### src/rtl/ilk_pkg.sv
// ilk_pkg: shared class encoding and operand-use helpers for the
// floating-point interlock unit. Assumes a 3-bit class code; codes not
// listed fall back to integer behaviour (no FP operands, no FP write).
package ilk_pkg;

    typedef enum logic [2:0] {
        CL_INT  = 3'd0,
        CL_FALU = 3'd1,
        CL_FLD  = 3'd2,
        CL_FST  = 3'd3,
        CL_BR   = 3'd4
    } icls_e;

    // True when the class writes an FP register at issue.
    function automatic logic writes_fp(icls_e c);
        return (c == CL_FALU) || (c == CL_FLD);
    endfunction

    // True when operand A is an FP register read.
    function automatic logic reads_fp_a(icls_e c);
        return (c == CL_FALU);
    endfunction

    // True when operand B is an FP register read.
    function automatic logic reads_fp_b(icls_e c);
        return (c == CL_FALU) || (c == CL_FST);
    endfunction

endpackage

### src/rtl/ilk_scoreboard.sv
// ilk_scoreboard: one down-counter and one producer-kind bit per FP register.
// On a write the counter takes the latency the producer owes an arithmetic
// consumer; it then counts down to zero by one per cycle.
// Assumes at most one FP write per cycle.
module ilk_scoreboard #(
    parameter int NREG = 32,
    parameter int CW   = 2,
    localparam int RW  = $clog2(NREG)
) (
    input  logic                     clk,
    input  logic                     rst_n,
    input  logic                     wr_en,
    input  logic [RW-1:0]            wr_idx,
    input  logic [CW-1:0]            wr_lat,
    input  logic                     wr_ld,
    output logic [NREG-1:0][CW-1:0]  cnt,
    output logic [NREG-1:0]          is_ld
);

    for (genvar g = 0; g < NREG; g++) begin : g_reg
        logic hit;
        assign hit = wr_en && (wr_idx == RW'(g));

        // Reload on a write, otherwise count toward zero.
        always_ff @(posedge clk) begin
            if (!rst_n) begin
                cnt[g]   <= '0;
                is_ld[g] <= 1'b0;
            end else if (hit) begin
                cnt[g]   <= wr_lat;
                is_ld[g] <= wr_ld;
            end else if (cnt[g] != '0) begin
                cnt[g]   <= cnt[g] - 1'b1;
            end
        end

        AST_CNT_DECAY: assert property (@(posedge clk) disable iff (!rst_n)
            (cnt[g] != '0 && !hit) |=> (cnt[g] == CW'($past(cnt[g]) - 1'b1)));
        AST_CNT_IDLE: assert property (@(posedge clk) disable iff (!rst_n)
            (cnt[g] == '0 && !hit) |=> $stable(cnt[g]));
    end

endmodule

### src/rtl/ilk_hazard.sv
// ilk_hazard: decides whether the offered instruction must wait.
// A source is busy when its counter exceeds the slack allowed for the
// consumer kind: zero slack for arithmetic consumers, and the difference
// between the arithmetic and store latencies for store data.
// Assumes LAT_AA >= LAT_AS and LAT_LA >= LAT_LS.
module ilk_hazard
    import ilk_pkg::*;
#(
    parameter int NREG   = 32,
    parameter int CW     = 2,
    parameter int LAT_AA = 3,
    parameter int LAT_AS = 2,
    parameter int LAT_LA = 1,
    parameter int LAT_LS = 0,
    localparam int RW    = $clog2(NREG)
) (
    input  logic                     in_valid,
    input  icls_e                    cls,
    input  logic [RW-1:0]            src_a,
    input  logic [RW-1:0]            src_b,
    input  logic [NREG-1:0][CW-1:0]  cnt,
    input  logic [NREG-1:0]          is_ld,
    output logic                     hazard
);

    localparam logic [CW-1:0] SLACK_AS = CW'(LAT_AA - LAT_AS);
    localparam logic [CW-1:0] SLACK_LS = CW'(LAT_LA - LAT_LS);

    logic busy_a, busy_b;
    logic [CW-1:0] slack_b;

    // Slack for operand B depends on consumer kind and producer kind.
    always_comb begin
        slack_b = '0;
        if (cls == CL_FST)
            slack_b = is_ld[src_b] ? SLACK_LS : SLACK_AS;
    end

    // Per-operand busy tests and the combined hold decision.
    always_comb begin
        busy_a = reads_fp_a(cls) && (cnt[src_a] != '0);
        busy_b = reads_fp_b(cls) && (cnt[src_b] > slack_b);
        hazard = in_valid && (busy_a || busy_b);
    end

endmodule

### src/rtl/ilk_issue_reg.sv
// ilk_issue_reg: the issue-slot register. Captures an accepted instruction
// or an empty slot, and flags the slot that follows a branch slot.
module ilk_issue_reg
    import ilk_pkg::*;
#(
    parameter int RW = 5
) (
    input  logic           clk,
    input  logic           rst_n,
    input  logic           acc,
    input  icls_e          cls,
    input  logic [RW-1:0]  dst,
    output logic           iss_valid,
    output icls_e          iss_cls,
    output logic [RW-1:0]  iss_dst,
    output logic           iss_dslot
);

    // Load the slot; an empty slot carries no class and no destination.
    always_ff @(posedge clk) begin
        if (!rst_n) begin
            iss_valid <= 1'b0;
            iss_cls   <= CL_INT;
            iss_dst   <= '0;
            iss_dslot <= 1'b0;
        end else begin
            iss_valid <= acc;
            iss_cls   <= acc ? cls : CL_INT;
            iss_dst   <= acc ? dst : '0;
            iss_dslot <= iss_valid && (iss_cls == CL_BR);
        end
    end

endmodule

### src/rtl/fp_interlock.sv
// fp_interlock: issue-stage interlock for a split integer / FP pipeline.
// Holds the offered instruction while an FP source is not yet ready for
// its consumer kind, and sends an empty slot downstream meanwhile.
// Assumes the offering stage keeps an instruction steady until in_ready.
module fp_interlock
    import ilk_pkg::*;
#(
    parameter int NREG   = 32,
    parameter int LAT_AA = 3,
    parameter int LAT_AS = 2,
    parameter int LAT_LA = 1,
    parameter int LAT_LS = 0,
    localparam int RW    = $clog2(NREG)
) (
    input  logic           clk,
    input  logic           rst_n,
    input  logic           in_valid,
    input  logic [2:0]     in_cls,
    input  logic [RW-1:0]  in_dst,
    input  logic [RW-1:0]  in_src_a,
    input  logic [RW-1:0]  in_src_b,
    output logic           in_ready,
    output logic           stall,
    output logic           iss_valid,
    output logic [2:0]     iss_cls,
    output logic [RW-1:0]  iss_dst,
    output logic           iss_dslot
);

    localparam int MAXLAT = (LAT_AA > LAT_LA) ? LAT_AA : LAT_LA;
    localparam int CW     = (MAXLAT < 1) ? 1 : $clog2(MAXLAT + 1);

    icls_e                    cls;
    icls_e                    iss_cls_e;
    logic                     hazard;
    logic                     acc;
    logic                     wr_en;
    logic [CW-1:0]            wr_lat;
    logic [NREG-1:0][CW-1:0]  cnt;
    logic [NREG-1:0]          is_ld;

    // Decode the class and form accept / write controls.
    always_comb begin
        cls      = icls_e'(in_cls);
        stall    = hazard;
        in_ready = !hazard;
        acc      = in_valid && !hazard;
        wr_en    = acc && writes_fp(cls);
        wr_lat   = (cls == CL_FLD) ? CW'(LAT_LA) : CW'(LAT_AA);
    end

    ilk_scoreboard #(.NREG(NREG), .CW(CW)) i_sb (
        .clk    (clk),
        .rst_n  (rst_n),
        .wr_en  (wr_en),
        .wr_idx (in_dst),
        .wr_lat (wr_lat),
        .wr_ld  (cls == CL_FLD),
        .cnt    (cnt),
        .is_ld  (is_ld)
    );

    ilk_hazard #(.NREG(NREG), .CW(CW), .LAT_AA(LAT_AA), .LAT_AS(LAT_AS),
                 .LAT_LA(LAT_LA), .LAT_LS(LAT_LS)) i_hz (
        .in_valid (in_valid),
        .cls      (cls),
        .src_a    (in_src_a),
        .src_b    (in_src_b),
        .cnt      (cnt),
        .is_ld    (is_ld),
        .hazard   (hazard)
    );

    ilk_issue_reg #(.RW(RW)) i_iss (
        .clk       (clk),
        .rst_n     (rst_n),
        .acc       (acc),
        .cls       (cls),
        .dst       (in_dst),
        .iss_valid (iss_valid),
        .iss_cls   (iss_cls_e),
        .iss_dst   (iss_dst),
        .iss_dslot (iss_dslot)
    );

    assign iss_cls = iss_cls_e;

    AST_NO_STALL_AFTER_RST: assert property (@(posedge clk) disable iff (!rst_n)
        $past(!rst_n) |-> !stall);
    AST_BUBBLE_ON_STALL: assert property (@(posedge clk) disable iff (!rst_n)
        stall |=> !iss_valid);
    AST_ISSUE_AFTER_ACCEPT: assert property (@(posedge clk) disable iff (!rst_n)
        (in_valid && in_ready) |=> (iss_valid && iss_cls == $past(in_cls)));
    AST_INT_NEVER_STALLS: assert property (@(posedge clk) disable iff (!rst_n)
        (in_cls == 3'd0 || in_cls == 3'd4 || in_cls > 3'd4) |-> !stall);
    AST_DSLOT_AFTER_BR: assert property (@(posedge clk) disable iff (!rst_n)
        (in_valid && in_ready && in_cls == 3'd4) |=> ##1 iss_dslot);

endmodule

### config.mk
export PLATFORM = sky130hd
export DESIGN_NAME = fp_interlock
export DESIGN_NICKNAME = d
export VERILOG_FILES = /design/src/rtl/ilk_pkg.sv /design/src/rtl/ilk_scoreboard.sv /design/src/rtl/ilk_hazard.sv /design/src/rtl/ilk_issue_reg.sv /design/src/rtl/fp_interlock.sv
export SDC_FILE = /design/constraint.sdc
export NUM_CORES = 1
export LEC_CHECK = 0
export BUFFER_PORTS_ARGS = -buffer_cell sky130_fd_sc_hd__buf_2
export CAP_MARGIN = 20
export CORE_ASPECT_RATIO = 0.8
export CORE_MARGIN = 4
export CORE_UTILIZATION = 40
export DETAILED_ROUTE_END_ITERATION = 8
export PLACE_DENSITY_LB_ADDON = 0.08
export SLEW_MARGIN = 20
export SYNTH_ARGS = -nofsm -noshare
export SYNTH_HDL_FRONTEND = slang
export SYNTH_SLANG_ARGS = --single-unit
### constraint.sdc
create_clock -name clk -period 10.8 [get_ports clk]
set_input_delay 0 -clock clk [delete_from_list [all_inputs] [get_ports clk]]
set_output_delay 0 -clock clk [all_outputs]
set_load 0.01 [all_outputs]
==> summary.txt, run 1 <==
Detailed routing
  • Via Count: roughly 4,600
  • WL/cell: approximately 19 um
  • Initial DRC count: ~400
  • Pre-Repair DR Iteration Count: 5
  • Via density: 5.67
  • DRC viols: 0
  • Final WL: around 15,000 um
  • Antenna Nets Post-Route: 0

Timing
  • Hold WS: ~0.37 ns
  • Final worst path period share: a little over two fifths
  • Finish-stage setup viols: 0
  • RSZ-0062 raised after global routing: no
  • Clock Skews: roughly 0.0085 ns
  • Final hold vios: 0
  • Slew Viols, Final: 0
  • Worst Tran Pin Value: around 1.1 ns
  • Max Fclk: 217 MHz
  • Post-route minimum period: 4.60 ns
  • Worst slew margin: 23.8%
  • Total negative slack: 0 ns

Pwr
  • Combinational share of power: between 40% and 50%
  • Sw Pwr: 622 uW
  • Leak pwr: roughly 0.0021 uW
  • Net Sw Frac: roughly two fifths
  • VDD IR max: 0.124 mV
  • Clk pwr share: 20.3%
  • Seq pwr share: between 30% and 40%
  • Pwr dens: roughly 270 mW/mm^2
  • Total power: 1540 uW
  • Int Power: approximately 920 uW

Yosys
  • Synthesized flop and latch total: 74
  • Mapped cell area: 0.00520 sq mm
  • Mapped Cells: ~620
  • Main synth FF type: dfxtp_1
  • Syn_nets: approximately 670
  • Top-area cell type share of the netlist area: between 20 and 30%
  • Cell type with the largest total area after synthesis: dfxtp_1
  • Post-synth EDFFs: 0
  • Syn_area_per_cell: about 8.4 sq um
  • Synth area leaders: dfxtp_1 (28%), ha_1 (7.9%), nand2_1 (7.4%)
  • Yosys warnings: 0
  • Unique masters post-synth: 55
  • Post-synthesis sequential area ratio: 28.5%
  • Count leader, synth: nand2_1
  • FFs w/ async S/R, synth: 0%
  • Leading cell types by count after synthesis: nand2_1 (102), dfxtp_1 (74), inv_1 (68)

GRT
  • Pin count of the biggest net entering global routing: 73
  • Initial antenna violation count: 0
  • Total GRT Usage: 21.7%
  • Total gr overflow: 0
  • Vias in the first global route: approximately 4,300
  • First-pass GRT wire length: between 20,000 and 25,000 um

Clock tree
  • Num CTS Buffers: 9
  • Post-CTS Setup Inserts: 0
  • CTS Sinks: 74
  • Clock transition at path regs: about 0.070 ns
  • TritonCTS clock tree: yes
  • CTS Buffer Depth: 2
  • Worst-skew pair later-pin latency: approximately 0.35 ns
  • Max H-tree Level: 3
  • Cts repair resizes: 0
  • Root Buffer: clkbuf_16

Worst setup path
  • Critical path peak fanout: 26
  • WP data required: 11.05 ns
  • WS Path Type: reg2reg
  • Critical Path Start Type: register
  • Data arrival time of the critical path: 4.85 ns
  • CP Capture Type: register

Floorplanning
  • Rows: 36
  • Die X: 136 um
  • Die height: ~110 um
  • Core area: roughly 0.012 sq mm
  • Initial Util: a little over two fifths
  • Die Area: around 0.015 sq mm
  • Top Ports: 33

Outcome
  • Status: finished, final reports clean

Cells and area
  • Area grow syn2layout: 11.7%
  • Layout Nets: slightly below 700
  • Number of antenna repair diodes: 0
  • Share of cells above drive strength 1: between 10% and 20%

Worst hold path
  • Worst hold path class: in2reg

Placed design
  • PortBufs: 32
  • GPL Wtd Cong: around 0.85
  • Final HPWL DP: 10,700 um

Flow run
  • Max-cap violations: 0
==> power by group through the flow <==
stage,clock network (uW),registers (uW),logic [uW]
floorplan,0,459,603
global placement,0,506,692
detailed placement,0,507,718
CTS,317,501,727
global route,327,517,833
finish,313,503,725
==> layout make-up <==
type                            count  area [sq um]
Timing Repair Buffer               46           288
Multi-Input combinational cell    432          3270
Inverter                           69           259
Clock buffer                       10           239
Sequential cell                    74          1480
Clock inverter                      6          66.3
Tap cell                          171           214
Fill cell                        1218          6620
==> cells in the final DEF (no fill, tap or decap), drive strengths merged, types with 7 or more instances in the layout <==
cell	Yosys	layout
nand2	102	102
dlygate4sd3	0	9
o21ai	34	34
buf	15	37
ha	33	33
mux4	15	15
nor3	10	10
nor2b	7	7
dfxtp	74	74
o31ai	26	26
nor2	23	23
o22ai	33	33
xnor2	33	33
inv	69	69
and3	11	11
clkbuf	27	10
a211oi	32	32
mux2i	8	8
==> path summary, 6_finish.rpt <==
check | end | from | depth (start not counted) | slack (ns)
worst max register to register | i_sb.cnt[46] | i_sb.cnt[54] | 10 | 6.20
worst min register to register | i_iss.iss_dslot | i_iss.iss_cls[2] | 1 | 0.51
worst max-delay path | i_sb.cnt[46] | i_sb.cnt[54] | 10 | 6.20
worst min-delay path | i_sb.cnt[45] | rst_n | 4 | 0.37
==> state kept, by name (all words and copies together) (netlist names) <==
register,count
i_iss.iss_dslot,1
i_iss.iss_valid,1
i_sb.cnt,64
i_iss.iss_cls,3
i_iss.iss_dst,5
==> metrics by stage <==
stage / instances / cell area [sq um] / util [%] / worst slack (ns)
2_1_floorplan: 617 / 5200 / - / 7.09
3_3_place_gp: 781 / 5400 / 43.5 / 6.17
3_5_place_dp: 781 / 5400 / 43.5 / 6.06
4_1_cts: 806 / 5800 / 46.6 / 6.21
5_1_grt: 808 / 5810 / 46.8 / 6.04
6_report: 808 / 5810 / 46.8 / 6.20
==> what timing repair did <==
action	in CTS	in global routing
hold endpoints to repair	9	0
endpoints found under the setup margin	0	0
hold buffers	9	0
==> per-layer routing <==
| layer | up-vias | track usage [%] | wire [um] |
|---|---|---|---|
| met3 | 18 | 3.81 | 783 |
| met4 | 0 | 6.40 | 182 |
| met5 | - | 0 | 0 |
| li1 | 2247 | - | - |
| met1 | 2184 | 30.4 | 7300 |
| met2 | 129 | 34.4 | 7090 |
==> critical path, cell delays in order (launching register included) <==
cell and delay (ns):
dfxtp_1 0.36, mux4_2 0.49, mux4_2 0.49, mux2i_1 0.16
ha_1 0.16, nor2_1 0.04, or4_1 0.50, or4b_1 0.99
buf_4 0.40, a21bo_2 0.58, o31ai_1 0.34
==> cells by family after synthesis <==
kind of cell | synth area share, %
AND/OR/NAND/NOR | 15.4
multiplexers | 8.54
adder cells (fa/ha/maj) | 7.94
XOR/XNOR | 5.56
buffers and inverters | 8.80
flip-flops | 28.5
AO/OA/AOI/OAI | 25.3
(Power assumes the default switching activity.)
==> inputs of run 2 (changes only) <==
ABC_AREA = 1   (was not set)
clock period = 4.4 ns   (was 10.8 ns; I/O delays follow)
==> summary.txt, run 2 <==
Detailed routing
  • Initial DRC count: 383 (-3.3%)
  • DRC viols: 0 (unchanged)
  • Via density: 5.08 (-10%)
  • WL/cell: 15.6 um (-18%)
  • Final WL: 15,400 um (+0.11%)
  • Antenna Nets Post-Route: 0 (unchanged)
  • Pre-Repair DR Iteration Count: 5 (unchanged)
  • Via Count: 5,021 (+9.7%)

Clock tree
  • Num CTS Buffers: 9 (unchanged)
  • CTS Sinks: 74 (unchanged)
  • Post-CTS Setup Inserts: 0 (unchanged)
  • Cts repair resizes: 0 (unchanged)
  • Worst-skew pair later-pin latency: 0.35 ns (about the same)
  • TritonCTS clock tree: yes
  • Root Buffer: clkbuf_16
  • Clock transition at path regs: 0.06 ns (about the same)
  • Max H-tree Level: 3 (unchanged)
  • CTS Buffer Depth: 2 (unchanged)
  • CTS Hold Bufs: 7 (-2)

Timing
  • Final worst path period share: 66.1% (+24 points)
  • Final hold vios: 0 (unchanged)
  • Post-route minimum period: 2.91 ns (-1.69 ns)
  • Max Fclk: 344 MHz (+58%)
  • Finish-stage setup viols: 0 (unchanged)
  • Slew Viols, Final: 0 (unchanged)
  • Worst slew margin: 48.5% (+25 points)
  • Clock Skews: 0.00650 ns (-0.00199 ns)
  • RSZ-0062 raised after global routing: no
  • Total negative slack: 0 ns (unchanged)
  • Worst Tran Pin Value: 0.772 ns (-0.371 ns)

Yosys
  • Count leader, synth: nand2_1
  • Syn_nets: 840 (+25%)
  • Post-synthesis sequential area ratio: 28.4% (-0.048 points)
  • Yosys warnings: 0 (unchanged)
  • Synthesized flop and latch total: 74 (unchanged)
  • Synth area leaders: dfxtp_1 (28%), nand2_1 (11%), nand3_1 (10%)
  • Post-synth EDFFs: 0 (unchanged)
  • FFs w/ async S/R, synth: 0% (unchanged)
  • Syn_area_per_cell: 6.63 sq um (-21%)
  • Top-area cell type share of the netlist area: 28.4% (-0.048 points)
  • Cell type with the largest total area after synthesis: dfxtp_1
  • Mapped Cells: 786 (+27%)
  • Unique masters post-synth: 24 (-56%)
  • Leading cell types by count after synthesis: nand2_1 (152), inv_1 (117), nand3_1 (109)
  • Mapped cell area: 0.00521 sq mm (+0.17%)
  • Main synth FF type: dfxtp_1

Cells and area
  • Area grow syn2layout: 12.4%
  • Share of cells above drive strength 1: 11.4% (-3.6 points)
  • Layout Nets: 862 (+26%)
  • Top reg by flops: i_sb.cnt
  • Top Registers: i_sb.cnt: 64 flops, i_iss.iss_dst: 5 flops, i_iss.iss_cls: 3 flops
  • Most common cell after layout, fill and taps aside: nand2_1
  • FILL cells: 1,327 (+8.9%)
  • Most frequent cells in the layout: nand2_1 (152), inv_1 (117), nand3_1 (109)
  • Max reg flops: 64 (unchanged)
  • Number of antenna repair diodes: 0 (unchanged)
  • Finished Layout Cells: 988 (+22%)

Worst setup path
  • Reg2reg start: i_sb.cnt[38]
  • Critical Path Start Type: register
  • WS Path Type: reg2reg
  • CP Capture Type: register
  • Data arrival time of the critical path: 3.15 ns (-1.70 ns)
  • Critical path peak fanout: 26 (unchanged)
  • WP data required: 4.64 ns (-6.41 ns)
  • Critical path launch point: i_sb.cnt[38]

Floorplanning
  • Initial Util: 40.6% (-1.2 points)
  • Die Area: 0.0149 sq mm (+0.16%)
  • Rows: 37 (+2.8%)
  • Core area: 0.0128 sq mm (+3.1%)
  • Die X: 136 um (about the same)
  • Top Ports: 33 (unchanged)
  • Die height: 110 um (about the same)

Placed design
  • GPL Wtd Cong: 0.875 (+2.4%)
  • Final HPWL DP: 10,700 um (+0.36%)
  • PortBufs: 32 (unchanged)
  • Placed insts: 965 (+24%)

GRT
  • Total gr overflow: 0 (unchanged)
  • First-pass GRT wire length: 24,500 um (-0.97%)
  • Initial antenna violation count: 0 (unchanged)
  • Vias in the first global route: 4,640 (+7.0%)
  • Pin count of the biggest net entering global routing: 44 (-40%)
  • Total GRT Usage: 21.4% (-0.28 points)

Pwr
  • VDD IR max: 0.248 mV (+100%)
  • Leak pwr: 0.00274 uW (+28%)
  • Pwr dens: 662 mW/mm^2 (+150%)

Outcome
  • Status: finished, final reports clean

Worst hold path
  • Worst hold path class: in2reg
  • HP Start: in_valid

Flow run
  • Max-cap violations: 0 (unchanged)
run 2: final timing paths:
| kind | to | slack [ns] | cells after the start |
|---|---|---|---|
| setup / recovery | i_sb.cnt[55] | 1.49 | 16 |
| hold / removal | i_iss.iss_valid | 0.06 | 3 |
| setup reg to reg | i_sb.cnt[55] | 1.49 | 16 |
| hold reg to reg | i_iss.iss_dslot | 0.42 | 1 |
run 2: cell families after synthesis:
logic type | share of synthesized area [%]
buf+inv | 12.4
fa+ha+maj | 7.92
mux | 6.91
flops | 28.4
xor+xnor | 5.38
compound gates | 10.3
simple gates | 28.6
run 2: report_power, final:
part	switching, uW	total, uW	internal [uW]
Sequential	189	1130	943
Combinational	997	1940	939
Clock	310	809	499
Total	1500	3880	2380
run 2: metal layers:
metal / up-vias / GRT usage (%) / wire [um]
met2: 140 / 32.7 / 6430
met4: 0 / 5.68 / 244
met3: 21 / 4.40 / 952
met1: 2301 / 30.8 / 7750
met5: - / 0 / 0
li1: 2559 / - / -
run 2: through the flow:
stage                     instance area (sq um)  setup slack [ns]  hold slack [ns]  power, uW  util [%]
final                                      5860              1.49           0.0618       3880      45.7
after global routing                       5860              1.13           0.0416       4240      45.7
after CTS                                  5860              1.46           0.0321       3890      45.7
after detailed placement                   5470              1.38            0.250       3060      42.6
after global placement                     5470              1.42            0.249       2990      42.6
after floorplan                            5210              1.92           0.0825       2690         -
run 2: area by class of cell:
class | instances | area [sq um] | area share [%]
Clock buffer | 10 | 229 | 3.91
Clock inverter | 6 | 90.1 | 1.54
Inverter | 123 | 462 | 7.88
Multi-Input combinational cell | 555 | 3090 | 52.7
Sequential cell | 74 | 1480 | 25.3
Tap cell | 175 | 219 | 3.74
Timing Repair Buffer | 45 | 288 | 4.91
run 2: worst max-delay path: stages, from the launching register on:
cell and delay (ns):
dfxtp_1 0.34, inv_1 0.09, o21ai_0 0.17, a21oi_1 0.06, o21ai_0 0.20, nand3_1 0.11
a32o_1 0.27, ha_1 0.26, or2_2 0.09, nand3_1 0.07, nand2_1 0.09, nand3_2 0.11
nor2_4 0.36, buf_4 0.35, nand3_1 0.11, nand2_1 0.08, nor2_1 0.04
